--- src/rtl/recip_pkg.sv ---
package recip_pkg;
  localparam int SP_EXP_W  = 8;
  localparam int SP_FRAC_W = 23;
  localparam int SP_W      = 1 + SP_EXP_W + SP_FRAC_W;
  localparam logic [SP_W-1:0] DEFAULT_QNAN = 32'h7FC00000;

  typedef struct packed {
    logic load;
    logic selNan;
    logic selZero;
    logic selInf;
    logic selEst;
    logic raiseInvalid;
    logic raiseDivZero;
    logic raiseUnderflow;
  } ctrl_t;
endpackage

--- src/rtl/recip_table.sv ---
module recip_table #(
  parameter int IDX_W = 8
) (
  input  logic [IDX_W-1:0] idx,
  output logic [IDX_W-1:0] estFrac
);
  localparam int  N    = 1 << IDX_W;
  localparam longint NL = longint'(N);

  // s = round(N*2N/(q+0.5)) = floor((8N^2 + 2q+1) / (2(2q+1))), q in [N,2N)
  function automatic logic [IDX_W-1:0] calcEntry(input int q);
    longint num;
    longint den;
    longint s;
    num = 8 * NL * NL + 2 * longint'(q) + 1;
    den = 2 * (2 * longint'(q) + 1);
    s   = num / den - NL;
    return s[IDX_W-1:0];
  endfunction

  logic [IDX_W-1:0] lut [N];

  for (genvar i = 0; i < N; i++) begin : g_entry
    assign lut[i] = calcEntry(N + i);
  end

  assign estFrac = lut[idx];
endmodule

--- src/rtl/recip_ctrl.sv ---
module recip_ctrl
  import recip_pkg::*;
#(
  parameter int BIG_EXP = 253
) (
  input  logic            clk,
  input  logic            rstN,
  input  logic            inValid,
  input  logic [SP_W-1:0] operand,
  output ctrl_t           ctl
);
  logic [SP_EXP_W-1:0] opExp;
  logic [SP_FRAC_W-1:0] opFrac;
  logic expOnes, expZero, fracZero, expBig, isNan;

  assign opExp    = operand[SP_W-2 -: SP_EXP_W];
  assign opFrac   = operand[SP_FRAC_W-1:0];
  assign expOnes  = &opExp;
  assign expZero  = ~|opExp;
  assign fracZero = ~|opFrac;
  assign expBig   = !expOnes && (opExp >= SP_EXP_W'(BIG_EXP));
  assign isNan    = expOnes && !fracZero;

  always_comb begin
    ctl                = '0;
    ctl.load           = inValid;
    ctl.selNan         = inValid && isNan;
    ctl.selInf         = inValid && expZero;
    ctl.selZero        = inValid && ((expOnes && fracZero) || expBig);
    ctl.selEst         = inValid && !expOnes && !expZero && !expBig;
    ctl.raiseInvalid   = ctl.selNan && !opFrac[SP_FRAC_W-1];
    ctl.raiseDivZero   = ctl.selInf;
    ctl.raiseUnderflow = inValid && expBig;
  end

  p_one_path_r9: assert property (@(posedge clk) disable iff (!rstN)
    inValid |-> $onehot({ctl.selNan, ctl.selZero, ctl.selInf, ctl.selEst}));
  p_no_select_idle_r10: assert property (@(posedge clk) disable iff (!rstN)
    !inValid |-> !(ctl.selNan || ctl.selZero || ctl.selInf || ctl.selEst));
endmodule

--- src/rtl/recip_datapath.sv ---
module recip_datapath
  import recip_pkg::*;
#(
  parameter int IDX_W   = 8,
  parameter int EXP_SUM = 253
) (
  input  logic            clk,
  input  logic            rstN,
  input  ctrl_t           ctl,
  input  logic [SP_W-1:0] operand,
  output logic            outValid,
  output logic [SP_W-1:0] outResult,
  output logic [2:0]      outFlags
);
  localparam int PAD_W = SP_FRAC_W - IDX_W;

  logic                 opSign;
  logic [SP_EXP_W-1:0]  opExp;
  logic [IDX_W-1:0]     tblIdx;
  logic [IDX_W-1:0]     estFrac;
  logic [SP_EXP_W-1:0]  estExp;
  logic [SP_W-1:0]      nextResult;

  assign opSign = operand[SP_W-1];
  assign opExp  = operand[SP_W-2 -: SP_EXP_W];
  assign tblIdx = operand[SP_FRAC_W-1 -: IDX_W];
  assign estExp = SP_EXP_W'(EXP_SUM) - opExp;

  recip_table #(.IDX_W(IDX_W)) u_table (
    .idx     (tblIdx),
    .estFrac (estFrac)
  );

  always_comb begin
    nextResult = '0;
    if (ctl.selNan)       nextResult = DEFAULT_QNAN;
    else if (ctl.selInf)  nextResult = {opSign, {SP_EXP_W{1'b1}}, {SP_FRAC_W{1'b0}}};
    else if (ctl.selZero) nextResult = {opSign, {(SP_W-1){1'b0}}};
    else if (ctl.selEst)  nextResult = {opSign, estExp, estFrac, {PAD_W{1'b0}}};
  end

  always_ff @(posedge clk or negedge rstN) begin
    if (!rstN) begin
      outValid  <= 1'b0;
      outResult <= '0;
      outFlags  <= '0;
    end else begin
      outValid <= ctl.load;
      outFlags <= ctl.load ? {ctl.raiseInvalid, ctl.raiseDivZero, ctl.raiseUnderflow} : 3'b000;
      if (ctl.load) outResult <= nextResult;
    end
  end

  p_flag_needs_valid_r9: assert property (@(posedge clk) disable iff (!rstN)
    !outValid |-> (outFlags == 3'b000));
  p_flags_onehot_r9: assert property (@(posedge clk) disable iff (!rstN)
    $onehot0(outFlags));
  p_nan_result_r1: assert property (@(posedge clk) disable iff (!rstN)
    (outValid && outFlags[2]) |-> (outResult == DEFAULT_QNAN));
  p_divzero_inf_r4: assert property (@(posedge clk) disable iff (!rstN)
    (outValid && outFlags[1]) |-> (outResult[SP_W-2:0] == {{SP_EXP_W{1'b1}}, {SP_FRAC_W{1'b0}}}));
  p_underflow_zero_r5: assert property (@(posedge clk) disable iff (!rstN)
    (outValid && outFlags[0]) |-> (outResult[SP_W-2:0] == '0));
  p_est_tail_r6: assert property (@(posedge clk) disable iff (!rstN)
    (outValid && outResult[SP_W-2 -: SP_EXP_W] != '0 && outResult[SP_W-2 -: SP_EXP_W] <= SP_EXP_W'(EXP_SUM - 1))
      |-> (outResult[PAD_W-1:0] == '0));
endmodule

--- src/rtl/recip_est_unit.sv ---
module recip_est_unit
  import recip_pkg::*;
#(
  parameter int IDX_W   = 8,
  parameter int EXP_SUM = 253
) (
  input  logic        clk,
  input  logic        rstN,
  input  logic        inValid,
  input  logic [31:0] inOperand,
  output logic        outValid,
  output logic [31:0] outResult,
  output logic        flagInvalid,
  output logic        flagDivZero,
  output logic        flagUnderflow
);
  ctrl_t      ctl;
  logic [2:0] flags;

  recip_ctrl #(.BIG_EXP(EXP_SUM)) u_ctrl (
    .clk     (clk),
    .rstN    (rstN),
    .inValid (inValid),
    .operand (inOperand),
    .ctl     (ctl)
  );

  recip_datapath #(.IDX_W(IDX_W), .EXP_SUM(EXP_SUM)) u_dp (
    .clk       (clk),
    .rstN      (rstN),
    .ctl       (ctl),
    .operand   (inOperand),
    .outValid  (outValid),
    .outResult (outResult),
    .outFlags  (flags)
  );

  assign flagInvalid   = flags[2];
  assign flagDivZero   = flags[1];
  assign flagUnderflow = flags[0];

  p_latency_r8: assert property (@(posedge clk) disable iff (!rstN)
    inValid |=> outValid);
  p_hold_r10: assert property (@(posedge clk) disable iff (!rstN)
    !inValid |=> ($stable(outResult) && !outValid));
endmodule

--- config.mk ---
export PLATFORM = sky130hd
export DESIGN_NAME = recip_est_unit
export DESIGN_NICKNAME = d
export VERILOG_FILES = /design/src/rtl/recip_pkg.sv /design/src/rtl/recip_table.sv /design/src/rtl/recip_ctrl.sv /design/src/rtl/recip_datapath.sv /design/src/rtl/recip_est_unit.sv
export SDC_FILE = /design/constraint.sdc
export NUM_CORES = 1
export LEC_CHECK = 0
export ABC_AREA = 1
export BUFFER_PORTS_ARGS = -buffer_cell sky130_fd_sc_hd__buf_2
export CAP_MARGIN = 20
export CORE_UTILIZATION = 55
export CTS_CLUSTER_DIAMETER = 30
export DETAILED_ROUTE_END_ITERATION = 8
export PLACE_DENSITY = 0.92
export SETUP_SLACK_MARGIN = 0.3
export SYNTH_ARGS = -nofsm -noshare
export SYNTH_HDL_FRONTEND = slang
export SYNTH_SLANG_ARGS = --single-unit
--- constraint.sdc ---
create_clock -name clk -period 1.1 [get_ports clk]
set_input_delay 0.22 -clock clk [delete_from_list [all_inputs] [get_ports clk]]
set_output_delay 0.22 -clock clk [all_outputs]
set_load 0.01 [all_outputs]
==> flow_metrics.env, run 1 <==
export IMPL_ys_seq_area_frac=0.191
export IMPL_haltStage="5_1_grt"
export IMPL_synth_main_ff_cell="dfrtp_1"
export IMPL_synth_avg_cell_area_um2=5.61
export IMPL_die_y_um=72.7
export IMPL_portBuffers=55
export IMPL_place_hpwl_um=8270
export IMPL_grt_max_degree=22
export IMPL_stop_error="[ERROR GRT-0232] Routing congestion too high. Check the congestion heatmap in the GUI."
export IMPL_die_w_um=72.7
export IMPL_netlist_instances=490
export IMPL_synthArstFlopShare=1.00
export IMPL_htree_levels=1
export IMPL_dp_slack_ns=-0.665
export IMPL_gr_usage_all_layers=0.706
export IMPL_gp_congestion=1.22
export IMPL_numCtsBuffers=3
export IMPL_synth_top_area_cell="nand2_1"
export IMPL_synth_area_leaders="nand2_1 (26%), dfrtp_1 (19%), nand3_1 (11%)"
export IMPL_synth_area_um2=2750
export IMPL_netlist_area_leader_share=0.257
export IMPL_num_rows=25
export IMPL_worst_endpoint="u_dp.outResult[15]$_DFFE_PN0P_/D"
export IMPL_dpl_cell_area_um2=3680
export IMPL_ys_seq_elements=21
export IMPL_clockBufferDepth=2
export IMPL_start_util=0.578
export IMPL_ios=71
export IMPL_yosysWarnings=0
export IMPL_status="aborted with a tool error"
export IMPL_synth_edf_count=0
export IMPL_gr_total_overflow=36
export IMPL_worst_endpoint_kind="sequential cell input"
export IMPL_cts_sinks=21
export IMPL_dp_cells=673
export IMPL_clockRootBuffer="clkbuf_8"
export IMPL_ys_types=30
## metal layers
| layer | global-route usage | GRT overflow |
|---|---|---|
| met1 | 0.697 | 0 |
| met4 | 0.749 | 15 |
| met2 | 0.935 | 21 |
| met3 | 0.481 | 0 |
| met5 | 0.0505 | 0 |
## kinds of logic after synthesis
family / synth area share
xor+xnor: 0.00956
buf+inv: 0.128
simple gates: 0.510
other cells: 0.00136
fa+ha+maj: 0.0592
compound gates: 0.102
flops: 0.191
## Yosys cell counts (2+ instances only)
cell	count
xnor2_1	2
nand2_1	188
or2_2	4
o21ai_1	4
nor2_1	44
dfrtp_1	21
o21ai_0	20
buf_2	7
inv_2	3
o211ai_1	3
a31oi_1	3
a22oi_1	2
a21oi_1	17
ha_1	13
clkbuf_1	8
nor2_2	2
nand3_1	63
nor4_1	3
nand4_1	16
inv_1	32
buf_4	20
nor3_1	7
## per-stage QoR
stage / hold slack, ns / utilization
3_3_place_gp: 0.181 / 0.775
4_1_cts: 0.212 / 0.830
2_1_floorplan: -0.0756 / -
3_5_place_dp: 0.190 / 0.775
## what timing repair did
item,CTS
endpoints found under the hold margin,21
gates resized for setup,39
endpoints found under the setup margin,40
setup buffers,12
hold buffers,1
pin swaps,14
==> run 2: changes to the inputs <==
Settings changed: CORE_UTILIZATION 55 to 40, CTS_CLUSTER_DIAMETER 30 to default, PLACE_DENSITY 0.92 to default, PLACE_DENSITY_LB_ADDON from default to 0.15, SETUP_SLACK_MARGIN 0.3 to default.
==> flow_metrics.env, run 2 <==
export IMPL_status="finished, violations left"
export IMPL_violations="design-rule violations, negative setup slack"
export IMPL_die_w_um=84.9
export IMPL_grt_pass1_vias=3464
export IMPL_clockRootBuffer="clkbuf_8"
export IMPL_cts_tree="yes"
export IMPL_via_per_inst=5.28
export IMPL_setup_ws_ns=-0.358
export IMPL_synth_area_um2=2750
export IMPL_synthArstFlopShare=1.00
export IMPL_multi_input_area_um2=2160
export IMPL_portBuffers=55
export IMPL_critical_path_class="in2reg"
export IMPL_p_per_area_nw_per_um2=710
export IMPL_fin_crit_sh=1.33
export IMPL_hold_path_end="u_dp.outResult[31]"
export IMPL_dpl_cell_area_um2=3770
export IMPL_yosysWarnings=0
export IMPL_leakagePower_nw=2.23
export IMPL_crit_required_ns=1.24
export IMPL_ir_worst_vdd_uv=496
export IMPL_end_kind="register"
export IMPL_layout_common_cells="nand2_1 (168), buf_4 (97), nand3_1 (58)"
export IMPL_clkTransAtPathRegs_ns=0.07
export IMPL_skew_ns=0
export IMPL_hold_violations=0
export IMPL_clockBufferDepth=2
export IMPL_firstDrtPassIters=9
export IMPL_reg2reg_to="u_dp.outResult[29]"
export IMPL_cts_sinks=21
export IMPL_grt_pass1_wl_um=16800
export IMPL_synth_edf_count=0
export IMPL_netlist_instances=490
export IMPL_layout_nets=682
export IMPL_synth_most_common_cell="nand2_1"
export IMPL_gr_total_overflow=0
export IMPL_htree_levels=1
export IMPL_syn_to_final_growth_pct=50.2
export IMPL_core_um2=6490
export IMPL_via_count=3748
export IMPL_rr_worst_depth=2
export IMPL_ys_types=30
export IMPL_ios=71
export IMPL_gp_congestion=1.03
export IMPL_use_met1=0.430
export IMPL_met2_usage=0.441
export IMPL_rrSetupSlack_ns=0.41
export IMPL_maxCapViolations=0
export IMPL_crit_path_max_fanout=7
export IMPL_fin_crit_ns=1.46
export IMPL_finalPower_w=0.00293
export IMPL_drive_gt1_frac=0.363
export IMPL_use_met3=0.0467
export IMPL_timing_setup_tns_ns=-5.38
export IMPL_synth_area_leaders="nand2_1 (26%), dfrtp_1 (19%), nand3_1 (11%)"
export IMPL_n_antenna_cell=0
export IMPL_critPathLaunchType="primary input"
export IMPL_setup_viol=18
export IMPL_synth_main_ff_cell="dfrtp_1"
export IMPL_ys_seq_area_frac=0.191
export IMPL_num_fill_cells=627
export IMPL_hold_path_class="in2reg"
export IMPL_synth_top_area_cell="nand2_1"
export IMPL_place_hpwl_um=8150
export IMPL_num_rows=29
export IMPL_ys_seq_elements=21
export IMPL_rsz0062_at_grt="true"
export IMPL_dp_slack_ns=-0.686
export IMPL_busiest_layer="met2"
export IMPL_die_y_um=84.9
export IMPL_grt_max_degree=22
export IMPL_synth_common_cells="nand2_1 (188), nand3_1 (63), nor2_1 (44), inv_1 (32), dfrtp_1 (21)"
export IMPL_gr_usage_all_layers=0.290
export IMPL_maxSlewViolCount=0
export IMPL_largest_register="u_dp.outResult"
export IMPL_totalWireLength_um=10300
export IMPL_drcViolationCount=7
export IMPL_antenna_found_initial=0
export IMPL_max_freq_mhz=686
export IMPL_start_util=0.423
export IMPL_wire_per_inst_um=14.5
export IMPL_critPathArrivalTime_ns=1.60
export IMPL_mostFrequentLayoutCell="nand2_1"
export IMPL_netlist_area_leader_share=0.257
export IMPL_whs_path_depth=3
export IMPL_largestRegisters="u_dp.outResult: 17 flops, u_dp.outFlags: 3 flops, u_dp.outValid: 1 flops"
export IMPL_ant_nets=0
export IMPL_hold_start="inOperand[31]"
export IMPL_clk_latency_ns=0.25
export IMPL_seq_area_um2=526
export IMPL_drt_iter0_drc=291
export IMPL_die_area_um2=7200
export IMPL_numCtsBuffers=3
export IMPL_r2r_start="u_dp.outResult[29]"
export IMPL_largest_reg_flops=17
export IMPL_synth_avg_cell_area_um2=5.61
export IMPL_fin_area_um2=4130
[run 2: cell counts after synthesis]
Identical to the previous run, type by type.
[run 2: through the flow]
step	instances	hold WS, ns	util
after floorplan	504	-0.0756	-
after global placement	693	0.197	0.581
after detailed placement	693	0.200	0.581
after CTS	705	0.193	0.615
after global routing	710	0.230	0.635
final	710	0.200	0.635
[run 2: power by group]
part / internal [W] / leakage [nW] / total (W) / switching, W
Sequential: 0.000848 / 0.258 / 0.000888 / 0.0000406
Clock: 0.000251 / 0.0255 / 0.000482 / 0.000230
Combinational: 0.000673 / 1.94 / 0.00156 / 0.000886
Total: 0.00177 / 2.23 / 0.00293 / 0.00116
[run 2: how the worst max path moves through the flow]
stage | from | endpoint | cells past startpoint
2_1_floorplan | inOperand[16] | u_dp.outResult[15] | 14
3_3_place_gp | inOperand[16] | u_dp.outResult[15] | 12
3_5_place_dp | inOperand[16] | u_dp.outResult[15] | 12
4_1_cts | inOperand[16] | u_dp.outResult[15] | 15
5_1_grt | inOperand[16] | u_dp.outResult[15] | 13
6_report | inOperand[16] | u_dp.outResult[18] | 13
[run 2: critical path, stage by stage]
cell and delay [ns]:
buf_8 0.08, clkinvlp_4 0.16, buf_4 0.19, ha_4 0.17, buf_4 0.13, o21ai_2 0.13
o21ai_1 0.07, nand2_1 0.06, nand3_1 0.07, nand3_1 0.11, nand2_1 0.07, nand2_1 0.08
nand2_1 0.05
[run 2: kinds of logic (layout without fill, tap and decap cells)]
group | count (synthesis) | in the layout | share of synthesized area
other | 1 | 15 | 0.00136
buffers and inverters | 71 | 200 | 0.128
AOI/OAI and AO/OA | 51 | 51 | 0.102
and+or+nand+nor | 330 | 330 | 0.510
adders and majority gates | 13 | 13 | 0.0592
xor gates and xnor gates | 3 | 3 | 0.00956
DFF | 21 | 21 | 0.191
[run 2: routing by layer]
layer	routed length, µm	share of wire
met5	0	0
met4	144	0.014
met3	905	0.088
met2	4430	0.43
met1	4830	0.47
[run 2: timing repair]
action                                  CTS  global route
hold buffers                              1             0
endpoints found under the hold margin    21             0
endpoints found under the setup margin   18            18
resized for setup                        39            29
buffers inserted                          7             5
pin swaps                                14             8
[run 2: final cells by class]
cell class / instances / share of cell area
clock inverters: 1 / 0.00121
flip-flops and latches: 21 / 0.127
inverters: 36 / 0.0376
repair buffers: 160 / 0.278
clock buffers: 3 / 0.0100
well taps: 77 / 0.0233
multi-input cells: 412 / 0.523
(Power assumes the default switching activity.)
==> run 3: changes to the inputs <==
Settings changed: PLACE_DENSITY from default to 0.63, PLACE_DENSITY_LB_ADDON 0.15 to default.
==> flow_metrics.env, run 3 (same netlist as run 2, synthesis figures left out) <==
export IMPL_antenna_found_initial=0
export IMPL_core_um2=6490
export IMPL_cpMostUsedCell="nand2_1"
export IMPL_leakagePower_nw=2.24
export IMPL_clockRootBuffer="clkbuf_8"
export IMPL_via_count=3788
export IMPL_busiest_layer="met2"
export IMPL_portBuffers=55
export IMPL_crit_path_max_fanout=7
export IMPL_grt_max_degree=22
export IMPL_numCtsBuffers=3
export IMPL_p_per_area_nw_per_um2=712
export IMPL_mostFrequentLayoutCell="nand2_1"
export IMPL_n_antenna_cell=0
export IMPL_gr_usage_all_layers=0.295
export IMPL_status="finished, violations left"
export IMPL_p_sw_frac=0.402
export IMPL_fin_crit_ns=1.51
export IMPL_maxSlewViolCount=0
export IMPL_power_switching_w=0.00121
export IMPL_clkTransAtPathRegs_ns=0.07
export IMPL_holdWs_ns=0.165
export IMPL_htree_levels=1
export IMPL_whs_path_depth=3
export IMPL_critPathTopFamily="simple AND/OR/NAND/NOR gates"
export IMPL_totalWireLength_um=10400
export IMPL_via_per_inst=5.37
export IMPL_crit_required_ns=1.26
export IMPL_slowest_delay_ns=0.45
export IMPL_ant_nets=0
export IMPL_largestRegisters="u_dp.outResult: 17 flops, u_dp.outFlags: 3 flops, u_dp.outValid: 1 flops"
export IMPL_timing_setup_tns_ns=-4.30
export IMPL_cts_tree="yes"
export IMPL_drive_gt1_frac=0.382
export IMPL_largest_register="u_dp.outResult"
export IMPL_grt_pass1_wl_um=17100
export IMPL_use_met1=0.443
export IMPL_rrSetupSlack_ns=0.43
export IMPL_hold_violations=0
export IMPL_gp_congestion=1.01
export IMPL_wire_per_inst_um=14.8
export IMPL_largest_reg_flops=17
export IMPL_clk_latency_ns=0.26
export IMPL_place_hpwl_um=8100
export IMPL_setup_viol=18
export IMPL_die_y_um=84.9
export IMPL_critical_path_class="in2reg"
export IMPL_ios=71
export IMPL_critPathArrivalTime_ns=1.66
export IMPL_syn_to_final_growth_pct=53.7
export IMPL_hold_start="inOperand[31]"
export IMPL_cp_cell_sequence="buf_8, clkinvlp_4, ha_4, nand2_8, nand2_2, nand2_1, nand2_1, nand2_1, nand2_1, nand2_1, nand2_1, nand3_2, nand3_2, nand2_1"
export IMPL_hold_path_end="u_dp.outResult[31]"
export IMPL_start_util=0.423
export IMPL_reg2reg_to="u_dp.outResult[27]"
export IMPL_met2_usage=0.453
export IMPL_gr_total_overflow=0
export IMPL_cp_num_buf_inv=2
export IMPL_die_w_um=84.9
export IMPL_firstDrtPassIters=7
export IMPL_slowest_stage="ha_4"
export IMPL_ir_worst_vdd_uv=452
export IMPL_layout_nets=678
export IMPL_p_clk_frac=0.166
export IMPL_grt_pass1_vias=3491
export IMPL_die_area_um2=7200
export IMPL_cts_sinks=21
export IMPL_drt_iter0_drc=386
export IMPL_maxCapViolations=0
export IMPL_intPower_w=0.00180
export IMPL_clockBufferDepth=2
export IMPL_post_route_util=0.650
export IMPL_p_seq_frac=0.294
export IMPL_layout_common_cells="nand2_1 (161), buf_4 (91), buf_2 (53)"
export IMPL_use_met3=0.0165
export IMPL_r2r_start="u_dp.outResult[27]"
export IMPL_max_freq_mhz=664
export IMPL_rr_worst_depth=2
export IMPL_comb_power_share=0.540
export IMPL_hold_path_class="in2reg"
export IMPL_fin_crit_sh=1.37
export IMPL_critPathLaunchType="primary input"
export IMPL_skew_ns=0
export IMPL_setup_ws_ns=-0.406
export IMPL_end_kind="register"
export IMPL_violations="design-rule violations, negative setup slack"
export IMPL_num_rows=29
export IMPL_rsz0062_at_grt="true"
export IMPL_drcViolationCount=5
-- run 3: changes by cell type in the layout (fill, tap and decap cells not counted), moves of 6 or more --
cell,delta
nand2_1,-7
buf_4,-6
nand3_1,-6
nand3_2,+6
-- run 3: worst max-delay path by stage --
stage                              from                  to  slack, ns  depth (start not counted)
final                     inOperand[16]  u_dp.outResult[15]      -0.41                         14
after global routing      inOperand[16]  u_dp.outResult[15]      -0.48                         12
after CTS                 inOperand[16]  u_dp.outResult[15]      -0.33                         15
after detailed placement  inOperand[16]  u_dp.outResult[18]      -0.72                         12
after global placement    inOperand[16]  u_dp.outResult[18]      -0.75                         12
after floorplan           inOperand[16]  u_dp.outResult[15]      -0.34                         14
-- run 3: cell type report --
class | instances | area, µm²
multi-input combinational | 412 | 2260
timing repair buffer | 156 | 1130
fill | 605 | 2270
clock buffer | 4 | 45.0
inverter | 36 | 160
sequential | 21 | 526
tap | 77 | 96.3
-- run 3: metal layers --
metal,wire length (µm),share of wire
met5,0,0
met4,244,0.023
met3,770,0.074
met2,4590,0.44
met1,4820,0.46
-- run 3: what timing repair did --
action,in CTS,in global routing
hold buffers,1,0
buffers inserted,0,2
gates resized for setup,53,38
hold endpoints to repair,21,0
setup endpoints to repair,18,18
pin swaps,27,34
-- run 3: power by group through the flow --
stage	clock network, W	registers (W)	logic (W)
after floorplan	0	0.000938	0.000762
after global placement	0	0.000899	0.00144
after detailed placement	0	0.000899	0.00143
after CTS	0.000509	0.000884	0.00152
after global routing	0.000536	0.000894	0.00177
final	0.000499	0.000885	0.00162
-- run 3: through the flow --
step,instance area (µm²),instances,setup slack [ns],total power [W]
after detailed placement,3850,700,-0.721,0.00233
after global placement,3850,700,-0.749,0.00234
after global routing,4220,706,-0.481,0.00320
after CTS,4080,705,-0.334,0.00291
final,4220,706,-0.406,0.00301
after floorplan,2890,504,-0.343,0.00170
-- run 3: worst reg2reg max path, delay by kind of cell, from the launching register on --
| family | cells | cell delay (ns) |
|---|---|---|
| flip-flops | 1 | 0.38 |
| AND/OR/NAND/NOR | 2 | 0.17 |
==> run 4: changes to the inputs <==
==> constraint.sdc (replaced) <==
create_clock -name clk -period 1.1 [get_ports clk]
set_input_delay 0.22 -clock clk [delete_from_list [all_inputs] [get_ports clk]]
set_output_delay 0.22 -clock clk [all_outputs]
set_load 0.05 [all_outputs]
==> flow_metrics.env, run 4 (same netlist as run 2, synthesis figures left out) <==
export IMPL_n_antenna_cell=0
export IMPL_clockRootBuffer="clkbuf_8"
export IMPL_wire_per_inst_um=14.9
export IMPL_p_sw_frac=0.456
export IMPL_critical_path_class="in2reg"
export IMPL_critPathArrivalTime_ns=1.71
export IMPL_die_area_um2=7200
export IMPL_largest_reg_flops=17
export IMPL_fin_crit_sh=1.38
export IMPL_htree_levels=1
export IMPL_drcViolationCount=5
export IMPL_hold_path_class="in2reg"
export IMPL_post_route_util=0.657
export IMPL_largest_register="u_dp.outResult"
export IMPL_portBuffers=55
export IMPL_drt_iter0_drc=353
export IMPL_slowest_delay_ns=0.44
export IMPL_gr_usage_all_layers=0.296
export IMPL_critPathLaunchType="primary input"
export IMPL_syn_to_final_growth_pct=55.4
export IMPL_power_switching_w=0.00154
export IMPL_critPathTopFamily="adder cells"
export IMPL_layout_common_cells="nand2_1 (161), buf_4 (100), nand3_1 (52)"
export IMPL_skew_ns=0
export IMPL_via_per_inst=5.38
export IMPL_largestRegisters="u_dp.outResult: 17 flops, u_dp.outFlags: 3 flops, u_dp.outValid: 1 flops"
export IMPL_intPower_w=0.00184
export IMPL_grt_max_degree=22
export IMPL_max_freq_mhz=661
export IMPL_drive_gt1_frac=0.382
export IMPL_clockBufferDepth=2
export IMPL_cp_num_buf_inv=3
export IMPL_ios=71
export IMPL_maxSlewViolCount=0
export IMPL_num_rows=29
export IMPL_ir_worst_vdd_uv=548
export IMPL_end_kind="register"
export IMPL_start_util=0.423
export IMPL_p_per_area_nw_per_um2=793
export IMPL_cts_tree="yes"
export IMPL_violations="design-rule violations, negative setup slack"
export IMPL_dp_slack_ns=-0.721
export IMPL_comb_power_share=0.590
export IMPL_ant_nets=0
export IMPL_crit_path_max_fanout=7
export IMPL_slowest_stage="ha_4"
export IMPL_setup_ws_ns=-0.413
export IMPL_maxCapViolations=0
export IMPL_clkTransAtPathRegs_ns=0.07
export IMPL_hold_violations=0
export IMPL_place_hpwl_um=8100
export IMPL_status="finished, violations left"
export IMPL_setup_viol=18
export IMPL_num_fill_cells=600
export IMPL_gp_congestion=1.01
export IMPL_grt_pass1_vias=3501
export IMPL_fin_crit_ns=1.51
export IMPL_core_um2=6490
export IMPL_p_clk_frac=0.147
export IMPL_die_w_um=84.9
export IMPL_cts_sinks=21
export IMPL_grt_pass1_wl_um=17100
export IMPL_die_y_um=84.9
export IMPL_antenna_found_initial=0
export IMPL_numCtsBuffers=3
export IMPL_leakagePower_nw=2.25
export IMPL_via_count=3798
export IMPL_mostFrequentLayoutCell="nand2_1"
export IMPL_clk_latency_ns=0.26
export IMPL_layout_nets=678
export IMPL_p_seq_frac=0.263
export IMPL_rsz0062_at_grt="true"
export IMPL_totalWireLength_um=10500
export IMPL_cp_cell_sequence="buf_8, clkinvlp_4, ha_4, inv_8, a21oi_2, nand3_1, o21ai_1, nand2_1, nand3_2, nand3_2, nand2_1"
export IMPL_gr_total_overflow=0
export IMPL_firstDrtPassIters=7
export IMPL_timing_setup_tns_ns=-4.41
export IMPL_crit_required_ns=1.30
-- run 4: metal layers --
layer / track usage / share of wire / vias up
met2: 0.458 / 0.44 / 222
met5: 0 / 0 / -
li1: - / - / 1854
met1: 0.442 / 0.45 / 1699
met4: 0.0940 / 0.020 / 0
met3: 0.0156 / 0.083 / 23
-- run 4: worst paths after layout --
| check | endpoint | slack [ns] | depth (start not counted) | from |
|---|---|---|---|---|
| hold / removal | u_dp.outResult[31] | 0.17 | 3 | inOperand[31] |
| max in group asynchronous | u_dp.outFlags[1] | 0.34 | 2 | rstN |
| hold reg to reg | u_dp.outResult[31] | 0.48 | 2 | u_dp.outResult[31] |
| min in group asynchronous | u_dp.outResult[20] | 0.45 | 2 | rstN |
| setup / recovery | u_dp.outResult[15] | -0.41 | 11 | inOperand[16] |
| setup reg to reg | u_dp.outResult[27] | 0.43 | 2 | u_dp.outResult[27] |
-- run 4: power by group through the flow --
stage,clock network (W),logic [W],registers (W)
detailed placement,0,0.00176,0.000899
CTS,0.000509,0.00186,0.000886
floorplan,0,0.000853,0.00117
global placement,0,0.00177,0.000899
finish,0.000498,0.00200,0.000890
global route,0.000536,0.00214,0.000898
-- run 4: stage by stage --
step	power [W]	std cells	instance area (µm²)	hold slack [ns]
6_report	0.00338	706	4270	0.171
5_1_grt	0.00357	706	4270	0.181
4_1_cts	0.00325	705	4090	0.163
3_5_place_dp	0.00266	700	3850	0.193
3_3_place_gp	0.00267	700	3850	0.190
2_1_floorplan	0.00203	504	2890	-0.0756
-- run 4: worst register-to-register path: stages, from the launching register on --
cell and delay, ns:
dfrtp_1 0.39, nand2_1 0.08, nand4_1 0.09
-- run 4: layout make-up --
cell class / instances / area (µm²) / area share
clock buffer: 4 / 45.0 / 0.0106
timing repair buffer: 156 / 1180 / 0.276
multi-input combinational: 412 / 2260 / 0.530
sequential: 21 / 526 / 0.123
inverter: 36 / 160 / 0.0375
tap: 77 / 96.3 / 0.0226
-- run 4: timing repair --
item                                    in CTS  in global routing
endpoints found under the setup margin      23                 31
pin swaps                                   27                 34
setup buffers                                0                  2
hold endpoints to repair                    21                  0
gates resized for setup                     58                 55
hold buffers                                 1                  0
